--- config.mk ---
export PLATFORM = sky130hd
export DESIGN_NAME = irq_sense_top
export DESIGN_NICKNAME = d
export VERILOG_FILES = /design/src/rtl/irq_sense_pkg.sv /design/src/rtl/irq_sense_ctrl.sv /design/src/rtl/irq_sense_dp.sv /design/src/rtl/irq_sense_top.sv
export SDC_FILE = /design/constraint.sdc
export NUM_CORES = 1
export LEC_CHECK = 0
export CAP_MARGIN = 20
export CORE_ASPECT_RATIO = 0.9
export CORE_MARGIN = 8
export CORE_UTILIZATION = 52
export DETAILED_ROUTE_END_ITERATION = 7
export PLACE_DENSITY = 0.86
export SETUP_SLACK_MARGIN = 0.3
export SYNTH_ARGS = -nofsm -noshare
export SYNTH_HDL_FRONTEND = slang
export SYNTH_SLANG_ARGS = --single-unit
--- constraint.sdc ---
create_clock -name clk -period 1.9 [get_ports clk]
set_input_delay 0.19 -clock clk [delete_from_list [all_inputs] [get_ports clk]]
set_output_delay 0.19 -clock clk [all_outputs]
set_load 0.02 [all_outputs]
--- src/rtl/irq_sense_pkg.sv ---
package irq_sense_pkg;
  localparam int NUM_IDS      = 96;
  localparam int FIELD_W      = 2;
  localparam int REG_W        = 32;
  localparam int IDS_PER_REG  = REG_W / FIELD_W;
  localparam int NUM_REGS     = NUM_IDS / IDS_PER_REG;
  localparam int ADDR_W       = 3;
  localparam int FIRST_SHARED = 32;
  localparam int FIRST_PRIV   = 16;

  localparam logic [FIELD_W-1:0] CODE_OFF   = 2'b00;
  localparam logic [FIELD_W-1:0] CODE_LEVEL = 2'b01;
  localparam logic [FIELD_W-1:0] CODE_SOFT  = 2'b10;
  localparam logic [FIELD_W-1:0] CODE_EDGE  = 2'b11;

  typedef struct packed {
    logic [NUM_IDS-1:0] fieldWe;
    logic [REG_W-1:0]   wrWord;
  } cfgStrobe_t;

  function automatic logic isReserved(int id);
    return (id == 36) || (id >= 93);
  endfunction

  function automatic logic isShared(int id);
    return (id >= FIRST_SHARED) && !isReserved(id);
  endfunction

  function automatic logic [FIELD_W-1:0] fixedCode(int id);
    if (id < FIRST_PRIV) return CODE_SOFT;
    if (id == 27 || id == 29 || id == 30) return CODE_EDGE;
    if (id == 28 || id == 31) return CODE_LEVEL;
    return CODE_OFF;
  endfunction

  function automatic logic hasDetector(int id);
    if (isShared(id)) return 1'b1;
    return (id >= FIRST_PRIV) && (id < FIRST_SHARED) && (fixedCode(id) != CODE_OFF);
  endfunction
endpackage

--- src/rtl/irq_sense_ctrl.sv ---
module irq_sense_ctrl
  import irq_sense_pkg::*;
(
  input  logic                       clk,
  input  logic                       rstN,
  input  logic                       cfgWe,
  input  logic [ADDR_W-1:0]          cfgAddr,
  input  logic [REG_W-1:0]           cfgWdata,
  input  logic [NUM_IDS*FIELD_W-1:0] cfgStore,
  output cfgStrobe_t                 strobe,
  output logic [REG_W-1:0]           cfgRdata
);
  logic [NUM_IDS-1:0]         fieldWeVec;
  logic [NUM_IDS*FIELD_W-1:0] readFields;

  for (genvar id = 0; id < NUM_IDS; id++) begin : g_field
    localparam int SLOT = id % IDS_PER_REG;
    localparam logic [ADDR_W-1:0] REG_SEL = ADDR_W'(id / IDS_PER_REG);
    if (isShared(id)) begin : g_rw
      logic [FIELD_W-1:0] codeIn;
      assign codeIn = cfgWdata[SLOT*FIELD_W +: FIELD_W];
      assign fieldWeVec[id] = cfgWe && (cfgAddr == REG_SEL) &&
                              ((codeIn == CODE_LEVEL) || (codeIn == CODE_EDGE));
      assign readFields[id*FIELD_W +: FIELD_W] = cfgStore[id*FIELD_W +: FIELD_W];
    end else if (id < FIRST_SHARED) begin : g_fixed
      assign fieldWeVec[id] = 1'b0;
      assign readFields[id*FIELD_W +: FIELD_W] = fixedCode(id);
    end else begin : g_rsv
      assign fieldWeVec[id] = 1'b0;
      assign readFields[id*FIELD_W +: FIELD_W] = CODE_OFF;
    end
  end

  assign strobe = '{fieldWe: fieldWeVec, wrWord: cfgWdata};

  always_comb begin
    cfgRdata = '0;
    if (int'(cfgAddr) < NUM_REGS) cfgRdata = readFields[int'(cfgAddr)*REG_W +: REG_W];
  end

  AST_WE_FROM_PORT: assert property (@(posedge clk) disable iff (!rstN)
    (|fieldWeVec) |-> cfgWe);
  AST_FIXED_READ: assert property (@(posedge clk) disable iff (!rstN)
    (cfgAddr == 3'd1) |-> (cfgRdata == 32'h7DC0_0000));
endmodule

--- src/rtl/irq_sense_dp.sv ---
module irq_sense_dp
  import irq_sense_pkg::*;
#(
  parameter int SYNC_STAGES = 2
) (
  input  logic                       clk,
  input  logic                       rstN,
  input  cfgStrobe_t                 strobe,
  input  logic [NUM_IDS-1:0]         irqIn,
  input  logic [NUM_IDS-1:0]         irqClr,
  output logic [NUM_IDS*FIELD_W-1:0] cfgStore,
  output logic [NUM_IDS-1:0]         irqPend
);
  logic [NUM_IDS-1:0] modeEdge;

  for (genvar id = 0; id < NUM_IDS; id++) begin : g_cfg
    localparam int SLOT = id % IDS_PER_REG;
    if (isShared(id)) begin : g_store
      logic [FIELD_W-1:0] cfgQ;
      always_ff @(posedge clk) begin
        if (!rstN) cfgQ <= CODE_LEVEL;
        else if (strobe.fieldWe[id]) cfgQ <= strobe.wrWord[SLOT*FIELD_W +: FIELD_W];
      end
      assign cfgStore[id*FIELD_W +: FIELD_W] = cfgQ;
      assign modeEdge[id] = (cfgQ == CODE_EDGE);
      AST_CODE_LEGAL: assert property (@(posedge clk) disable iff (!rstN)
        (cfgQ == CODE_LEVEL) || (cfgQ == CODE_EDGE));
    end else begin : g_const
      assign cfgStore[id*FIELD_W +: FIELD_W] = CODE_OFF;
      assign modeEdge[id] = (fixedCode(id) == CODE_EDGE);
    end
  end

  for (genvar id = 0; id < NUM_IDS; id++) begin : g_det
    if (hasDetector(id)) begin : g_on
      localparam logic INV = !isShared(id) && (fixedCode(id) == CODE_LEVEL);
      logic [SYNC_STAGES-1:0] syncQ;
      logic prevQ, pendQ, lvl, rise;
      assign lvl  = syncQ[SYNC_STAGES-1] ^ INV;
      assign rise = lvl && !prevQ;
      always_ff @(posedge clk) begin
        if (!rstN) begin
          syncQ <= {SYNC_STAGES{INV}};
          prevQ <= 1'b0;
          pendQ <= 1'b0;
        end else begin
          syncQ[0] <= irqIn[id];
          for (int s = 1; s < SYNC_STAGES; s++) syncQ[s] <= syncQ[s-1];
          prevQ <= lvl;
          if (modeEdge[id]) pendQ <= (pendQ && !irqClr[id]) || rise;
          else              pendQ <= lvl;
        end
      end
      assign irqPend[id] = pendQ;

      AST_EDGE_STICKY: assert property (@(posedge clk) disable iff (!rstN)
        (modeEdge[id] && pendQ && !irqClr[id] && !strobe.fieldWe[id]) |=> pendQ);
      AST_LEVEL_TRACK: assert property (@(posedge clk) disable iff (!rstN)
        (!modeEdge[id] && lvl && !strobe.fieldWe[id]) |=> pendQ);
      AST_EDGE_NEEDS_RISE: assert property (@(posedge clk) disable iff (!rstN)
        (modeEdge[id] && !pendQ && !rise && !strobe.fieldWe[id]) |=> !pendQ);
    end else begin : g_off
      assign irqPend[id] = 1'b0;
    end
  end
endmodule

--- src/rtl/irq_sense_top.sv ---
module irq_sense_top
  import irq_sense_pkg::*;
#(
  parameter int SYNC_STAGES = 2
) (
  input  logic               clk,
  input  logic               rstN,
  input  logic               cfgWe,
  input  logic [ADDR_W-1:0]  cfgAddr,
  input  logic [REG_W-1:0]   cfgWdata,
  output logic [REG_W-1:0]   cfgRdata,
  input  logic [NUM_IDS-1:0] irqIn,
  input  logic [NUM_IDS-1:0] irqClr,
  output logic [NUM_IDS-1:0] irqPend
);
  cfgStrobe_t                 strobe;
  logic [NUM_IDS*FIELD_W-1:0] cfgStore;

  irq_sense_ctrl u_ctrl (
    .clk(clk), .rstN(rstN), .cfgWe(cfgWe), .cfgAddr(cfgAddr), .cfgWdata(cfgWdata),
    .cfgStore(cfgStore), .strobe(strobe), .cfgRdata(cfgRdata)
  );

  irq_sense_dp #(.SYNC_STAGES(SYNC_STAGES)) u_dp (
    .clk(clk), .rstN(rstN), .strobe(strobe), .irqIn(irqIn), .irqClr(irqClr),
    .cfgStore(cfgStore), .irqPend(irqPend)
  );
endmodule

==> impl_metrics.py <==
metrics = {
    "run_status": {
        "outcome": "completed",
    },
    "drt": {
        "initialDrtViolationCount": 870,
        "ant_nets": 0,
        "vias": 10700,
        "drc": 0,
        "detail_route.wirelength_um": 39000,
        "route.detailed.wl_per_inst_um": 19.5,
        "post_drt_via_cell_ratio": 5.37,
        "drt_pre_antenna_iters": 7,
    },
    "synth": {
        "asyncSetResetFlopFracSynth": 0,
        "netlist.top_cell.by_area": "sky130_fd_sc_hd__dfxtp_1",
        "yosysWarnings": 0,
        "synthTopCellsByArea": "sky130_fd_sc_hd__dfxtp_1 55%, sky130_fd_sc_hd__and2_1 8.8%, sky130_fd_sc_hd__buf_4 5.4%, sky130_fd_sc_hd__nand2_1 5.4%, sky130_fd_sc_hd__mux2i_1 4.8%",
        "dominantRegCellSynth": "sky130_fd_sc_hd__dfxtp_1",
        "avgSynthCellArea_sq_um": 10.2,
        "synthMostInstantiatedCell": "sky130_fd_sc_hd__dfxtp_1",
        "synth_seq_area_share": 0.546,
        "post_synth_num_cell_types": 39,
        "yosys_register_bits": 378,
        "netlist_top_cells_count": "378 x sky130_fd_sc_hd__dfxtp_1, 198 x sky130_fd_sc_hd__nand2_1, 194 x sky130_fd_sc_hd__and2_1, 100 x sky130_fd_sc_hd__buf_4, 66 x sky130_fd_sc_hd__mux2i_1",
        "synth_top_area_share": 0.546,
        "netlist_instances": 1360,
        "mappedNetlistArea_sq_um": 13900,
        "count_of_flip_flops_with_a_built_in_enable_after_synthesis": 0,
    },
    "worst_setup_path": {
        "timing.critical_path.fanout_max": 2,
        "crit_slowest_cell": "sky130_fd_sc_hd__dfxtp_2",
        "timing.rr.start": "u_dp.g_cfg[80].g_store.cfgQ[0]",
        "path_class": "flop to output pin",
        "crit_arrival_ns": 1.58,
        "r2r_setup_slk_ns": 0.96,
        "crit_path_end_kind": "output pin",
        "cp_cell_sequence": "nand2b_4, a22o_1, mux2_4, buf_6",
        "slowest_delay_ns": 0.32,
        "required_time_of_the_worst_setup_path_ns": 1.71,
        "setup.worst_path.start_class": "flop",
        "reg2regPathDepth": 4,
        "regToRegEndpoint": "u_dp.g_det[80].g_on.pendQ",
    },
    "run": {
        "max_cap_viol_count": 0,
    },
    "clock_tree": {
        "cts_tree": "done",
        "htree_num_levels": 2,
        "clk-insertion-delay-late_ns": 0.51,
        "cts.path.max_buffers": 3,
        "cts.sinks": 378,
        "clk_pin_slew_ns": 0.06,
        "quantity_of_hold_fixing_buffers_added_after_cts": 0,
        "root_buffer": "sky130_fd_sc_hd__clkbuf_16",
        "cts_inserted_buffers": 39,
    },
    "placed_design": {
        "port_buffers": 262,
        "globalplace.congestion": 0.917,
        "post-place-ws_ns": -0.717,
        "hpwl_reported_at_the_end_of_detailed_placement_um": 27400,
    },
    "global_routing": {
        "grt_first_pass_wirelength_um": 58800,
        "largest_net_degree_at_the_start_of_global_routing": 66,
        "first_global_vias": 10800,
        "globalRouteTotalUtil": 0.229,
        "global_route.overflow_total": 0,
        "initial_antenna_violation_count": 3,
    },
    "power": {
        "cellPowerDensity_nw_per_um2": 944,
        "vdd.ir_drop.worst_v": 0.000680,
        "total_power_mw": 17.3,
        "p_leak_nw": 7.68,
    },
    "die": {
        "die_w_um": 188,
        "ios": 358,
        "starting_density_of_the_core": 0.530,
        "core_region_area_sq_um": 26100,
        "site_rows": 56,
        "floorplan.die.height_um": 171,
        "die_area_sq_um": 32100,
    },
    "cells_and_area": {
        "areaGrowthSynthToFinish_pct": 32.5,
        "antenna_cells": 0,
        "nets": 1850,
        "post_route_cells_drive_above_1_share": 0.169,
    },
    "timing": {
        "clock.fmax_mhz": 566,
        "period_minus_slack_ns": 1.77,
        "unrepaired_setup_endpoints_after_global_routing": "yes",
        "finalHoldViolations": 0,
        "worst_hold_check_slack_ns": 0.0653,
        "fin_crit_sh": 0.930,
        "timing.final.max_slew_violations": 0,
        "setup_viol": 0,
        "fin_ws_ns": 0.132,
        "fin_skew_ns": 0.0165,
    },
    "hold_path": {
        "worst_hold_class": "input pin to flop",
        "hold_end": "u_dp.g_cfg[76].g_store.cfgQ[0]",
        "min_path_cells": 2,
        "hold_start": "rstN",
    },
}
==> through the flow <==
stage               std cells  cell area, sq um  setup TNS [ns]  utilization
global route             1996             18400               0        0.703
detailed placement       1883             16500          -17.25        0.631
global placement         1883             16500          -16.24        0.631
finish                   1996             18400               0        0.703
CTS                      1991             18200               0        0.697
floorplan                1390             14000               0            -
==> registers in the layout, indices dropped and copies added, names as in the netlist <==
name and count:
u_dp.g_cfg.g_store.cfgQ 120, u_dp.g_det.g_on.prevQ 63, u_dp.g_det.g_on.pendQ 65, u_dp.g_det.g_on.syncQ 130
==> cells by family (layout without fill, tap and decap cells) <==
kind of cell	Yosys count	after routing	share of synthesized area
muxes	74	74	0.0542
and+or+nand+nor	605	606	0.250
other	1	31	0.000270
DFF	378	378	0.546
buffers and inverters	171	428	0.0752
AOI/OAI and AO/OA	131	131	0.0741
==> worst max-delay path by stage <==
stage                                               from      endpoint  slack (ns)  depth (start not counted)
after CTS                 u_dp.g_cfg[38].g_store.cfgQ[1]  cfgRdata[13]        0.14                          4
after global routing      u_dp.g_cfg[39].g_store.cfgQ[1]  cfgRdata[15]        0.09                          4
after global placement                        cfgAddr[1]  cfgRdata[12]       -0.69                          6
after detailed placement                      cfgAddr[1]  cfgRdata[12]       -0.72                          6
final                     u_dp.g_cfg[39].g_store.cfgQ[1]  cfgRdata[15]        0.13                          4
after floorplan                               cfgAddr[1]   cfgRdata[1]        0.43                          5
==> where the power goes <==
group	internal [mW]	total, mW	leakage, nW	switching [mW]
Sequential	8.13	8.22	3.09	0.0886
Clock	4.68	7.69	0.650	3.01
Combinational	0.751	1.43	3.94	0.679
==> worst max-delay path, delay by kind of cell, from the launching register on <==
family | cells | cell delay, ns
flip-flops | 1 | 0.32
AND/OR/NAND/NOR | 1 | 0.12
buffers and inverters | 1 | 0.14
AO/OA/AOI/OAI | 1 | 0.18
multiplexers | 1 | 0.30
==> routing by layer <==
metal	track usage	wire length, um
met4	0.103	1400
met3	0.0659	3830
met2	0.398	19000
met5	0	41
met1	0.260	14700
==> layout by cell type (no fill, tap or decap), drive strengths merged, types with 2 or more instances in the layout <==
| master | n |
|---|---|
| and4b | 2 |
| inv | 10 |
| and3b | 2 |
| o21ai | 3 |
| and2 | 194 |
| nand4b | 60 |
| clkinv | 4 |
| nand2 | 198 |
| buf | 123 |
| dfxtp | 378 |
| nand2b | 17 |
| clkbuf | 61 |
| nand3b | 60 |
| dlygate4sd2 | 65 |
| nor2b | 9 |
| o2bb2ai | 4 |
| a22oi | 7 |
| conb | 31 |
| a221o | 10 |
| and4bb | 2 |
| mux2i | 66 |
| a2bb2oi | 4 |
| o22ai | 10 |
| mux2 | 8 |
| a21boi | 60 |
| a21oi | 2 |
| a22o | 27 |
| bufinv | 2 |
| nand3 | 60 |
| clkdlybuf4s50 | 161 |
==> timing repair <==
item / CTS / global route
setup endpoints to repair: 97 / 32
hold endpoints to repair: 0 / 0
setup buffers: 36 / 5
gates cloned: 3 / 0
resized for setup: 324 / 26
pin swaps: 21 / 16
==> area by class of cell <==
cell class,instances,area (sq um)
Clock buffer,61,1220
Clock inverter,8,96.3
Sequential cell,378,7670
Timing Repair Buffer,350,3360
Multi-Input combinational cell,842,5540
Fill cell,1865,7770
Tap cell,348,435
Inverter,9,36.3
Note: power is estimated with default switching activity, not from simulation.
